[config.mk]
export PLATFORM = sky130hd
export DESIGN_NAME = i2cw_rx_slave
export DESIGN_NICKNAME = d
export VERILOG_FILES = /design/src/rtl/i2cw_pkg.sv /design/src/rtl/i2cw_datapath.sv /design/src/rtl/i2cw_control.sv /design/src/rtl/i2cw_rx_slave.sv
export SDC_FILE = /design/constraint.sdc
export NUM_CORES = 1
export LEC_CHECK = 0
export ABC_AREA = 0
export BUFFER_PORTS_ARGS = -buffer_cell sky130_fd_sc_hd__clkbuf_2
export CAP_MARGIN = 40
export CORE_MARGIN = 2
export CORE_UTILIZATION = 45
export CTS_CLUSTER_SIZE = 20
export DETAILED_ROUTE_END_ITERATION = 8
export PLACE_DENSITY = 0.76
export SLEW_MARGIN = 30
export SYNTH_ARGS = -nofsm -noshare
export SYNTH_HDL_FRONTEND = slang
export SYNTH_SLANG_ARGS = --single-unit
[constraint.sdc]
create_clock -name clk -period 5 [get_ports clk]
set_clock_uncertainty 0.15 [all_clocks]
set_input_delay 1.25 -clock clk [delete_from_list [all_inputs] [get_ports clk]]
set_output_delay 1.25 -clock clk [all_outputs]
set_load 0.02 [all_outputs]
[src/rtl/i2cw_pkg.sv]
package i2cw_pkg;

  // Strobes from the control FSM into the datapath
  typedef struct packed {
    logic shiftEn;
    logic clrCnt;
  } ctlStrobes_t;

  // Bus events and decode results from the datapath
  typedef struct packed {
    logic sclRise;
    logic sclFall;
    logic startSeen;
    logic stopSeen;
    logic byteFull;
    logic addrHit;
  } busEvents_t;

  typedef enum logic [2:0] {
    ST_IDLE,
    ST_ADDR,
    ST_ADDR_ACK,
    ST_DATA,
    ST_DATA_ACK,
    ST_SKIP
  } rxState_t;

endpackage

[src/rtl/i2cw_datapath.sv]
module i2cw_datapath
  import i2cw_pkg::*;
#(
  parameter int SYNC_STAGES = 2,
  parameter int DATA_W = 8,
  parameter int PREFIX_W = 5,
  parameter int STRAP_W = 2,
  parameter logic [PREFIX_W-1:0] PREFIX = 5'b10101
) (
  input  logic               clk,
  input  logic               rst,
  input  logic               sclIn,
  input  logic               sdaIn,
  input  logic [STRAP_W-1:0] strap,
  input  ctlStrobes_t        ctl,
  output busEvents_t         ev,
  output logic [DATA_W-1:0]  shiftData,
  output logic               sclLevel
);
  localparam int CNT_W = $clog2(DATA_W + 1);

  logic [SYNC_STAGES-1:0] sclPipe;
  logic [SYNC_STAGES-1:0] sdaPipe;
  logic sclNow, sdaNow, sclPrev, sdaPrev;
  logic [DATA_W-1:0] shReg;
  logic [CNT_W-1:0] bitCnt;

  // Synchronizer chain; idle bus level is high
  for (genvar g = 0; g < SYNC_STAGES; g++) begin : g_sync
    if (g == 0) begin : g_first
      always_ff @(posedge clk) begin
        if (rst) begin
          sclPipe[0] <= 1'b1;
          sdaPipe[0] <= 1'b1;
        end else begin
          sclPipe[0] <= sclIn;
          sdaPipe[0] <= sdaIn;
        end
      end
    end else begin : g_next
      always_ff @(posedge clk) begin
        if (rst) begin
          sclPipe[g] <= 1'b1;
          sdaPipe[g] <= 1'b1;
        end else begin
          sclPipe[g] <= sclPipe[g-1];
          sdaPipe[g] <= sdaPipe[g-1];
        end
      end
    end
  end

  assign sclNow = sclPipe[SYNC_STAGES-1];
  assign sdaNow = sdaPipe[SYNC_STAGES-1];

  always_ff @(posedge clk) begin
    if (rst) begin
      sclPrev <= 1'b1;
      sdaPrev <= 1'b1;
    end else begin
      sclPrev <= sclNow;
      sdaPrev <= sdaNow;
    end
  end

  always_ff @(posedge clk) begin
    if (rst) begin
      shReg  <= '0;
      bitCnt <= '0;
    end else if (ctl.clrCnt) begin
      bitCnt <= '0;
    end else if (ctl.shiftEn && ev.sclRise && (bitCnt != CNT_W'(DATA_W))) begin
      shReg  <= {shReg[DATA_W-2:0], sdaNow};
      bitCnt <= bitCnt + 1'b1;
    end
  end

  always_comb begin
    ev.sclRise   = sclNow & ~sclPrev;
    ev.sclFall   = ~sclNow & sclPrev;
    ev.startSeen = sclNow & sclPrev & sdaPrev & ~sdaNow;
    ev.stopSeen  = sclNow & sclPrev & ~sdaPrev & sdaNow;
    ev.byteFull  = (bitCnt == CNT_W'(DATA_W));
    ev.addrHit   = (shReg == {PREFIX, strap, 1'b0});
  end

  assign shiftData = shReg;
  assign sclLevel  = sclNow;

endmodule

[src/rtl/i2cw_control.sv]
module i2cw_control
  import i2cw_pkg::*;
(
  input  logic        clk,
  input  logic        rst,
  input  busEvents_t  ev,
  output ctlStrobes_t ctl,
  output logic        ackDrive,
  output logic        byteValid,
  output logic        firstByte,
  output logic        frameStop
);
  rxState_t state;
  logic firstPend;
  logic addressed;

  assign addressed = (state == ST_ADDR_ACK) || (state == ST_DATA) || (state == ST_DATA_ACK);

  always_comb begin
    ctl.shiftEn = (state == ST_ADDR) || (state == ST_DATA);
    ctl.clrCnt  = ev.startSeen ||
                  (ev.sclFall && ((state == ST_ADDR_ACK) || (state == ST_DATA_ACK)));
  end

  always_ff @(posedge clk) begin
    if (rst) begin
      state     <= ST_IDLE;
      ackDrive  <= 1'b0;
      byteValid <= 1'b0;
      firstByte <= 1'b0;
      frameStop <= 1'b0;
      firstPend <= 1'b0;
    end else begin
      byteValid <= 1'b0;
      firstByte <= 1'b0;
      frameStop <= 1'b0;
      if (ev.startSeen) begin
        state    <= ST_ADDR;
        ackDrive <= 1'b0;
      end else if (ev.stopSeen) begin
        frameStop <= addressed;
        state     <= ST_IDLE;
        ackDrive  <= 1'b0;
      end else begin
        case (state)
          ST_ADDR: begin
            if (ev.sclFall && ev.byteFull) begin
              if (ev.addrHit) begin
                state     <= ST_ADDR_ACK;
                ackDrive  <= 1'b1;
                firstPend <= 1'b1;
              end else begin
                state <= ST_SKIP;
              end
            end
          end
          ST_ADDR_ACK: begin
            if (ev.sclFall) begin
              state    <= ST_DATA;
              ackDrive <= 1'b0;
            end
          end
          ST_DATA: begin
            if (ev.sclFall && ev.byteFull) begin
              byteValid <= 1'b1;
              firstByte <= firstPend;
              firstPend <= 1'b0;
              ackDrive  <= 1'b1;
              state     <= ST_DATA_ACK;
            end
          end
          ST_DATA_ACK: begin
            if (ev.sclFall) begin
              state    <= ST_DATA;
              ackDrive <= 1'b0;
            end
          end
          default: ;
        endcase
      end
    end
  end

endmodule

[src/rtl/i2cw_rx_slave.sv]
module i2cw_rx_slave
  import i2cw_pkg::*;
#(
  parameter int SYNC_STAGES = 2,
  parameter int DATA_W = 8,
  parameter int PREFIX_W = 5,
  parameter int STRAP_W = 2,
  parameter logic [PREFIX_W-1:0] PREFIX = 5'b10101
) (
  input  logic               clk,
  input  logic               rst,
  input  logic               sclIn,
  input  logic               sdaIn,
  input  logic [STRAP_W-1:0] addrStrap,
  output logic               sdaPullLow,
  output logic [DATA_W-1:0]  byteData,
  output logic               byteValid,
  output logic               firstByte,
  output logic               frameStop
);
  ctlStrobes_t ctl;
  busEvents_t  ev;
  logic        sclLvl;

  i2cw_datapath #(
    .SYNC_STAGES(SYNC_STAGES),
    .DATA_W(DATA_W),
    .PREFIX_W(PREFIX_W),
    .STRAP_W(STRAP_W),
    .PREFIX(PREFIX)
  ) dp_i (
    .clk(clk),
    .rst(rst),
    .sclIn(sclIn),
    .sdaIn(sdaIn),
    .strap(addrStrap),
    .ctl(ctl),
    .ev(ev),
    .shiftData(byteData),
    .sclLevel(sclLvl)
  );

  i2cw_control ctl_i (
    .clk(clk),
    .rst(rst),
    .ev(ev),
    .ctl(ctl),
    .ackDrive(sdaPullLow),
    .byteValid(byteValid),
    .firstByte(firstByte),
    .frameStop(frameStop)
  );

endmodule

# Word level (Yosys, flattened, before mapping)
# Index checks and enable logic that the tools add are counted.
dict set report totals {
  reg_bits 26
  in_bits 6
}
dict set report op_classes {
  n_addsub 1
  n_eq_ne 14
  n_mux 15
  bitwise 16
  reduce_logical 23
}
# cell n
set op_table {}
lappend op_table {{2-to-1 mux 3 bit} 4}
lappend op_table {{inverter 1 bit} 9}
lappend op_table {{one-hot mux 3 bit (3 select lines)} 1}
lappend op_table {{== test 8 bit} 1}
lappend op_table {{2-to-1 mux 1 bit} 8}
lappend op_table {{!= test 4 x 2 -> 1 bit (second input constant)} 2}
lappend op_table {{AND reduction 4 bit} 2}
lappend op_table {{AND 1 bit} 7}
lappend op_table {{== test 3 x 2 -> 1 bit (second input constant)} 2}
lappend op_table {{AND reduction 6 bit} 1}
lappend op_table {{OR reduction 3 bit} 2}
lappend op_table {{logical OR 1 bit} 5}
lappend op_table {{AND reduction 5 bit} 1}
lappend op_table {{nonzero test 5 bit} 1}
lappend op_table {{OR reduction 5 bit} 1}
lappend op_table {{adder 4 x 1 -> 4 bit (second input constant)} 1}
lappend op_table {{== test 4 bit (second input constant)} 1}
lappend op_table {{logical AND 1 bit} 4}
lappend op_table {{!= test 2 x 1 -> 1 bit (second input constant)} 2}
lappend op_table {{!= test 2 bit (second input constant)} 2}
lappend op_table {{!= test 4 x 1 -> 1 bit (second input constant)} 1}
lappend op_table {{!= test 4 bit (second input constant)} 1}
lappend op_table {{OR reduction 2 bit} 2}
lappend op_table {{OR reduction 4 bit} 1}
lappend op_table {{other kinds (7)} 7}

# Logic depth before layout (Yosys ltp)
# Gate-level depths: netlist of run 1.
dict set report logic_depth {
  ltp_word 7
  mapped_depth 7
  depth_no_buf 6
}

# Cells and area by module
# Synthesis of run 1 repeated with hierarchy kept, for this count alone.
dict set report unflattened {
  cells_unflattened 121
  area_unflattened_um2 1247.4
}
# mod n_inst cells_per_inst area_each_um2
set modules_own_cells {}
lappend modules_own_cells {i2cw_datapath 1 76 819.5}
lappend modules_own_cells {i2cw_control 1 45 427.9}

# Worst setup path after synthesis of run 1
# Ideal clock, no wire load.
dict set report synth_path {
  kind {input-to-reg}
  from {in addrStrap[0]}
  to {reg ctl_i.state[0]}
  arrival_ns 1.923
  required_time_ns 4.716
  setup_slack_ns 2.793
  stages 4
  n_path_buf 0
  path_cell_list {xnor2_1 -> nand4_1 -> a221oi_1 -> a211oi_1}
}
dict set report synth_via {
  elab_chain_cells 6
}
# element line
set synth_rtl {}
lappend synth_rtl {{start, declared} i2cw_rx_slave.sv:14} ;# input logic [STRAP_W-1:0] addrStrap,
lappend synth_rtl {{== test 8 bit} i2cw_datapath.sv:84} ;# ev.addrHit = (shReg == {PREFIX, strap, 1'b0});
lappend synth_rtl {{2-to-1 mux 3 bit} i2cw_control.sv:48} ;# if (ev.addrHit) begin
lappend synth_rtl {{2-to-1 mux 3 bit} i2cw_control.sv:47} ;# if (ev.sclFall && ev.byteFull) begin
lappend synth_rtl {{one-hot mux 3 bit (3 select lines)} i2cw_control.sv:45} ;# case (state)
lappend synth_rtl {{2-to-1 mux 1 bit} i2cw_control.sv:40} ;# end else if (ev.stopSeen) begin
lappend synth_rtl {{2-to-1 mux 1 bit} i2cw_control.sv:37} ;# if (ev.startSeen) begin
lappend synth_rtl {{end signal, assigned} i2cw_control.sv:38} ;# state <= ST_ADDR;
lappend synth_rtl {{end signal, assigned} i2cw_control.sv:42} ;# state <= ST_IDLE;
lappend synth_rtl {{end signal, assigned} i2cw_control.sv:49} ;# state <= ST_ADDR_ACK;
lappend synth_rtl {{end, declared} i2cw_control.sv:13} ;# rxState_t state;
# Every way passes these cells. The select of a mux whose other input is x is not followed.
# A chain may end at the register's enable or synchronous reset.

# Worst setup path after layout of run 1
dict set report layout_path {
  from {reg dp_i.shReg[0] (netlist: dp_i.shiftData[0])}
  to {out byteData[0]}
}
# element line
set layout_lines {}
lappend layout_lines {{start, declared} i2cw_datapath.sv:25} ;# logic [DATA_W-1:0] shReg;
lappend layout_lines {{start signal, assigned} i2cw_datapath.sv:73} ;# shReg <= {shReg[DATA_W-2:0], sdaNow};
lappend layout_lines {{end, declared} i2cw_rx_slave.sv:16} ;# output logic [DATA_W-1:0] byteData,
# No word-level cell between the ends.

==> results of run 1 <==
power by group through the flow:
stage	sequential [W]	combinational [W]	clock, W
6_report	0.000213	0.0000166	0.000104
3_5_place_dp	0.000218	0.0000166	0
3_3_place_gp	0.000217	0.0000161	0
4_1_cts	0.000213	0.0000166	0.000109
5_1_grt	0.000214	0.0000186	0.000116
2_1_floorplan	0.000217	0.0000126	0
stage by stage:
stage                     total power, W  cell area, sq um  std cells  utilization [%]  setup slack, ns
final                           0.000333              1260        173             52.4             2.68
after detailed placement        0.000234              1230        169             50.9             2.58
after CTS                       0.000339              1260        173             52.4             2.65
after floorplan                 0.000229              1120        126                -             2.79
after global routing            0.000349              1260        173             52.4             2.62
after global placement          0.000234              1230        169             50.9             2.64
registers in the layout, summed over array words and instances (netlist names):
signal           cells
dp_i.shiftData       8
dp_i.bitCnt          4
ctl_i.state          3
ctl_i.ackDrive       1
ctl_i.byteValid      1
ctl_i.firstByte      1
ctl_i.firstPend      1
ctl_i.frameStop      1
dp_i.sclLevel        1
dp_i.sclPipe         1
dp_i.sclPrev         1
dp_i.sdaNow          1
dp_i.sdaPipe         1
dp_i.sdaPrev         1
layout make-up:
class	count	share of cell area, %
clock buffers	4	2.87
flip-flops and latches	26	41.2
repair buffers	17	6.74
well taps	30	2.97
inverters	5	1.49
multi-input cells	91	44.7
logic make-up (layout without fill, tap and decap cells):
logic type	Yosys count	in the layout	synth area share (%)
DFF	26	26	46.5
adders and majority gates	2	2	2.23
xor gates and xnor gates	7	7	5.47
AOI/OAI and AO/OA	26	26	14.6
buffers and inverters	9	26	3.13
and+or+nand+nor	56	56	28.0
per-layer routing:
layer  vias to the layer above  GRT usage (%)  share of wire (%)
met5                         -              0                  0
met4                         0           2.99               0.63
met3                         3           6.11                4.3
met2                        19           24.2                 48
met1                       429           20.2                 47
li1                        471              -                  -
worst min-delay path by stage:
stage | start | to | depth (start not counted)
2_1_floorplan | dp_i.sclPipe[0] | dp_i.sclLevel | 1
3_3_place_gp | dp_i.sclPipe[0] | dp_i.sclLevel | 1
3_5_place_dp | dp_i.sclPipe[0] | dp_i.sclLevel | 1
4_1_cts | dp_i.sclPipe[0] | dp_i.sclLevel | 1
5_1_grt | dp_i.sclPipe[0] | dp_i.sclLevel | 1
6_report | dp_i.sclPipe[0] | dp_i.sclLevel | 1
cells in the mapped netlist, drive strengths merged:
library cell / number
o21a: 2
ha: 2
nand4: 2
dfxtp: 26
a221oi: 1
a31o: 1
nor2: 7
a21oi: 14
or2: 7
and4b: 1
a211oi: 3
nor4bb: 1
and3: 2
nand3b: 1
o211a: 1
a31oi: 1
buf: 1
and4bb: 1
xor2: 3
a21boi: 1
nor2b: 3
or3: 2
nand3: 10
nand2b: 2
nand2: 12
xnor2: 4
nor3b: 1
inv: 5
o21ai: 2
clkbuf: 3
nor3: 2
and2: 2
==> results.cfg, run 1 <==
[floorplanning]
fp.dieH_microns = 53.9
dieArea_sq_mm = 0.00290
start_util_pct = 46.5
rows = 18
die_x_microns = 53.9
core_area_sq_mm = 0.00241
io-pin-count = 18

[synthesis]
synth_top_cell_area_share_pct = 46.5
synth_area_leader_cell = dfxtp_1
yosysSeqAreaShare_pct = 46.5
synth_area_leaders = dfxtp_1 (46%), a21oi_1 (6.3%), nand3_1 (4.5%)
ys_types = 37
synth_area_per_cell_sq_um = 8.89
synth_area_sq_mm = 0.00112
yosys_warnings = 0
syn_nets = 134
syn-instance-count = 126
ys_ff_latch = 26

[place]
hpwl_microns = 1520
place_congestion = 0.802
portBuffers = 17

[critical_path]
crit_path_start_kind = flop
endpoint = byteData[0]
crit_start = dp_i.shiftData[0]
criticalPathCategory = flop to output port
cp.arrival_ns = 0.92
ff2ff_path_depth = 6
cp-end-kind = output port
slowest_stage = dfxtp_1
crit_family = flip-flops
path_cells = clkbuf_2
cp_max_fo = 4
worstReg2RegStart = dp_i.bitCnt[0]
r2r_slack_ns = 2.85
cp_num_cells = 1
timing.critical_path.buf_inv = 1
max_stage_delay_ns = 0.41
cp_data_required_time_ns = 3.60
r2r-end = ctl_i.state[1]

[pwr]
power_frac_comb_pct = 5.0
pwr-share-clk_pct = 31.1
ir_worst_vdd_mv = 0.199
leakage_nw = 0.484
pwr-share-seq_pct = 63.9
swShare_pct = 21.4
intPower_w = 0.000262
p_per_area_mw_per_mm2 = 264
p_switching_w = 0.0000712

[cts]
post-cts-setup-buffer-count = 0
h-tree-depth = 1
cts_root_buffer = clkbuf_4
clkTransAtPathRegs_ns = 0.13
cts_tree = done
cts_buffer_depth = 2
cts-resized-gates = 0
cts.sinks = 26
clk_latency_ns = 0.32
ctsHoldBuffers = 0
cts_buffers = 3

[timing]
finalHoldViolCount = 0
setup_viol = 0
timing.hold.ws_ns = 0.281
period_share_pct = 46.4
tns_ns = 0
slew_headroom_pct = 64.6
slew_viol_final = 0
tightest_slew_ns = 0.529
timing.fmax_ghz = 0.431
rsz0062_at_grt = no
fin_crit_ns = 2.32

[finish]
layout_commonest_cell = dfxtp_1
syn_to_final_growth_pct = 12.7
n_antenna_cell = 0
nNetsFinal = 152
layout-drive-gt1-share_pct = 22.4
multiInputGateArea_sq_um = 564
regArea_sq_um = 520
final_cell_mix = dfxtp_1 (26), clkbuf_2 (17), a21oi_1 (14)
n_fill_cell = 238

[worst_hold_path]
hold_path.class = flop to flop

[global_routing]
antenna_found_initial = 0
grt_usage_pct = 15.5
overflow = 0
grt_pass1_vias = 749
grt_max_degree = 20
grt_pass1_wl_microns = 3260

[routing]
viasPerCell = 5.33
wire_per_inst_microns = 11.8
vias = 922
first_pass_iters = 4
drc = 0
drt_iter0_markers = 16
ant_nets = 0
wirelength_microns = 2050

[flow_run]
cap_violations = 0

[outcome]
outcome = completed
No activity file was read; power rests on OpenSTA's default activity.
==> run 2, diff against run 1 <==
--- a/config.mk
+++ b/config.mk
@@ -12,7 +12,7 @@
 export CORE_UTILIZATION = 45
 export CTS_CLUSTER_SIZE = 20
 export DETAILED_ROUTE_END_ITERATION = 8
-export PLACE_DENSITY = 0.76
+export PLACE_DENSITY = 0.78
 export SLEW_MARGIN = 30
 export SYNTH_ARGS = -nofsm -noshare
 export SYNTH_HDL_FRONTEND = slang
==> constraint.sdc (replaced) <==
create_clock -name clk -period 1.9 [get_ports clk]
set_clock_uncertainty 0.15 [all_clocks]
set_input_delay 0.475 -clock clk [delete_from_list [all_inputs] [get_ports clk]]
set_output_delay 0.475 -clock clk [all_outputs]
set_load 0.02 [all_outputs]
==> results.cfg, run 2 (synthesized netlist as in run 1, its figures left out) <==
[global_routing]
antenna_found_initial = 0
grt_pass1_wl_microns = 3300
overflow = 0
grt_max_degree = 19
grt_pass1_vias = 749
grt_usage_pct = 15.8

[outcome]
outcome = completed

[critical_path]
cp-end-kind = flop
crit_path_start_kind = flop
criticalPathCategory = flop to flop
r2r_slack_ns = 0.15
cp_max_fo = 12
cp.arrival_ns = 1.87
cp_data_required_time_ns = 2.02

[cts]
clkTransAtPathRegs_ns = 0.14
post-cts-setup-buffer-count = 0
cts.sinks = 26
cts_tree = done
ctsHoldBuffers = 0
cts_buffer_depth = 2
h-tree-depth = 1
cts-resized-gates = 0
clk_latency_ns = 0.32
cts_buffers = 3
cts_root_buffer = clkbuf_4

[place]
dp_cells = 172
hpwl_microns = 1520
portBuffers = 17
place_congestion = 0.802

[worst_hold_path]
hold_path.class = input port to flop

[timing]
period_share_pct = 92.3
timing.fmax_ghz = 0.570
setup_viol = 0
rsz0062_at_grt = no
fin_crit_ns = 1.75
slew_viol_final = 0
finalHoldViolCount = 0
tightest_slew_ns = 0.343
tns_ns = 0
slew_headroom_pct = 77.0

[finish]
final_cell_mix = dfxtp_1 (26), clkbuf_2 (17), a21oi_1 (14)
n_antenna_cell = 0
syn_to_final_growth_pct = 16.4
largest_register_ffs = 8
fin_cells = 176
layout-drive-gt1-share_pct = 24.7
nNetsFinal = 155
layout_commonest_cell = dfxtp_1

[routing]
viasPerCell = 5.16
ant_nets = 0
drc = 0
wire_per_inst_microns = 11.4
drt_iter0_markers = 34
wirelength_microns = 2010
first_pass_iters = 4
vias = 908

[pwr]
ir_worst_vdd_mv = 0.423
p_per_area_mw_per_mm2 = 752
leakage_nw = 0.506

[floorplanning]
rows = 18
fp.dieH_microns = 53.9
dieArea_sq_mm = 0.00290
core_area_sq_mm = 0.00241
start_util_pct = 46.5
io-pin-count = 18
die_x_microns = 53.9

[flow_run]
cap_violations = 0
==> run 2: cell type report <==
class / instances / area [sq um]
multi-input combinational: 91 / 567
clock buffer: 3 / 22.5
clock inverter: 1 / 30.0
inverter: 5 / 18.8
tap: 30 / 37.5
timing repair buffer: 20 / 108
fill: 201 / 1110
sequential: 26 / 520
==> run 2: worst max-delay path, cell delays in order (launching register included) <==
cell and delay (ns):
dfxtp_1 0.35, inv_1 0.09, ha_1 0.15, nand3b_1 0.09
buf_4 0.20, nor3_2 0.33, and3_1 0.22, and2_1 0.11
==> run 2: per-stage QoR <==
stage / setup slack (ns) / total power, W / util (%) / hold WS (ns) / instance area (sq um)
3_3_place_gp: 0.251 / 0.000616 / 51.8 / 0.247 / 1250
2_1_floorplan: 0.301 / 0.000604 / - / 0.239 / 1120
4_1_cts: 0.147 / 0.000994 / 54.0 / 0.166 / 1300
6_report: 0.147 / 0.000981 / 54.1 / 0.170 / 1300
5_1_grt: 0.0441 / 0.00102 / 54.1 / 0.152 / 1300
3_5_place_dp: 0.194 / 0.000619 / 51.8 / 0.253 / 1250
==> run 2: report_power, final <==
| part | switching (W) | internal (W) | leakage, nW |
|---|---|---|---|
| clock | 0.000161 | 0.000213 | 0.0279 |
| sequential | 0.00000760 | 0.000553 | 0.211 |
| combinational | 0.0000246 | 0.0000214 | 0.267 |
==> run 2: final timing paths <==
path | end | from | cells after the start
hold / removal | dp_i.sdaPipe[0] | sdaIn | 2
hold reg to reg | dp_i.sclLevel | dp_i.sclPipe[0] | 1
setup reg to reg | ctl_i.firstByte | dp_i.bitCnt[0] | 7
setup / recovery | ctl_i.firstByte | dp_i.bitCnt[0] | 7
==> run 2: per-layer routing <==
layer	wire, microns	vias up	global-route usage, %
met5	0	-	0
met4	19	0	6.41
met3	86	4	3.33
met2	1020	18	24.4
met1	884	410	21.2
li1	-	476	-
==> run 3, diff against run 2 <==
--- a/config.mk
+++ b/config.mk
@@ -5,14 +5,13 @@
 export SDC_FILE = /design/constraint.sdc
 export NUM_CORES = 1
 export LEC_CHECK = 0
-export ABC_AREA = 0
 export BUFFER_PORTS_ARGS = -buffer_cell sky130_fd_sc_hd__clkbuf_2
 export CAP_MARGIN = 40
 export CORE_MARGIN = 2
-export CORE_UTILIZATION = 45
+export CORE_UTILIZATION = 23
 export CTS_CLUSTER_SIZE = 20
 export DETAILED_ROUTE_END_ITERATION = 8
-export PLACE_DENSITY = 0.78
+export PLACE_DENSITY = 0.51
 export SLEW_MARGIN = 30
 export SYNTH_ARGS = -nofsm -noshare
 export SYNTH_HDL_FRONTEND = slang
==> results.cfg, run 3 (synthesized netlist as in run 1, its figures left out) <==
[place]
dpl_cell_area_sq_mm = 0.00131
hpwl_microns = 1710
place_congestion = 0.754
post-place-ws_ns = 0.181
portBuffers = 17

[finish]
layout_commonest_cell = dfxtp_1
final_cell_mix = dfxtp_1 (26), clkbuf_2 (17), a21oi_1 (14)
nNetsFinal = 157
layout-drive-gt1-share_pct = 25.0
final_design_area_no_fill_sq_mm = 0.00137
n_antenna_cell = 0
syn_to_final_growth_pct = 21.9
largest_register_ffs = 8

[floorplanning]
die_x_microns = 73.8
core_area_sq_mm = 0.00472
io-pin-count = 18
rows = 25
start_util_pct = 23.7
fp.dieH_microns = 73.8
dieArea_sq_mm = 0.00544

[pwr]
totalPowerFinal_w = 0.000966
p_per_area_mw_per_mm2 = 707
intPower_w = 0.000759
pwr-share-seq_pct = 57.9
pwr-share-clk_pct = 37.2
power_frac_comb_pct = 4.9
swShare_pct = 21.4
ir_worst_vdd_mv = 0.215
leakage_nw = 0.516
p_switching_w = 0.000207

[timing]
timing.hold.ws_ns = 0.227
tns_ns = 0
finalWorstSetupSlack_ns = 0.203
finalHoldViolCount = 0
setup_viol = 0
slew_viol_final = 0
rsz0062_at_grt = no
tightest_slew_ns = 0.347
slew_headroom_pct = 76.8
period_share_pct = 89.3
fin_crit_ns = 1.70
timing.fmax_ghz = 0.589

[cts]
clkTransAtPathRegs_ns = 0.09
cts.sinks = 26
ctsHoldBuffers = 0
cts-resized-gates = 0
cts_buffers = 3
cts_tree = done
cts_root_buffer = clkbuf_8
post-cts-setup-buffer-count = 0
cts_buffer_depth = 2
h-tree-depth = 1
clk_latency_ns = 0.27

[worst_hold_path]
hold_path.class = input port to flop
min_to = dp_i.sdaPipe[0]
min_path_cells = 2
worstHoldStart = sdaIn

[critical_path]
cp_max_fo = 4
crit_path_start_kind = flop
max_stage_delay_ns = 0.42
cp_data_required_time_ns = 1.97
slowest_stage = or3_1
path_cells = inv_1, ha_1, nand3b_1, or3_1, a211oi_2, o21a_1
ff2ff_path_depth = 6
cp-end-kind = flop
cp.arrival_ns = 1.77
criticalPathCategory = flop to flop
worstReg2RegStart = dp_i.bitCnt[0]
r2r_slack_ns = 0.20
r2r-end = ctl_i.state[1]

[routing]
viasPerCell = 4.24
ant_nets = 0
vias = 911
wirelength_microns = 2310
drt_iter0_markers = 42
wire_per_inst_microns = 10.8
drc = 0
first_pass_iters = 4

[global_routing]
grt.busiest_layer = met2
grt_pass1_vias = 871
grt_pass1_wl_microns = 4000
grt_use_met1_pct = 13.2
antenna_found_initial = 0
grt_max_degree = 19
overflow = 0
use_met2_pct = 13.6
grt_usage_pct = 9.59
gr-usage-met3_pct = 2.61

[outcome]
outcome = completed

[flow_run]
cap_violations = 0
-- run 3: metrics by stage --
step	util, %	cells
6_report	28.9	215
5_1_grt	28.9	215
3_5_place_dp	27.7	211
3_3_place_gp	27.7	211
2_1_floorplan	-	126
4_1_cts	28.9	215
-- run 3: worst max path at each step --
stage | startpoint | end | slack [ns] | depth (start not counted)
after floorplan | dp_i.bitCnt[0] | ctl_i.state[1] | 0.30 | 6
after global placement | addrStrap[0] | ctl_i.state[0] | 0.14 | 5
after detailed placement | addrStrap[0] | ctl_i.state[0] | 0.18 | 5
after CTS | dp_i.bitCnt[0] | ctl_i.state[1] | 0.19 | 6
after global routing | dp_i.bitCnt[0] | dp_i.bitCnt[0] | 0.07 | 7
final | dp_i.bitCnt[0] | ctl_i.state[1] | 0.20 | 6
-- run 3: worst max-delay path: cells and delay by family (launching register included) --
family                     cells  cell delay (ns)
adders and majority gates      1             0.14
AOI/OAI and AO/OA              2             0.36
buffers and inverters          1             0.09
and+or+nand+nor                2             0.56
DFF                            1             0.33
-- run 3: per-layer routing --
metal	wire (microns)	part of all wire, %	vias up
li1	-	-	478
met1	1200	52	414
met2	973	42	14
met3	92	4.0	5
met4	51	2.2	0
met5	0	0	-
-- run 3: power by group through the flow --
stage / Sequential (W) / Combinational (W) / Clock [W]
floorplan: 0.000570 / 0.0000331 / 0
global placement: 0.000573 / 0.0000476 / 0
detailed placement: 0.000572 / 0.0000478 / 0
CTS: 0.000559 / 0.0000479 / 0.000383
global route: 0.000561 / 0.0000540 / 0.000401
finish: 0.000559 / 0.0000474 / 0.000359
-- run 3: area by class of cell --
| cell class | instances | area, sq um |
|---|---|---|
| well taps | 67 | 83.8 |
| flip-flops and latches | 26 | 520 |
| multi-input cells | 91 | 564 |
| repair buffers | 22 | 123 |
| inverters | 5 | 18.8 |
| clock buffers | 4 | 55.1 |
| fillers | 510 | 3360 |
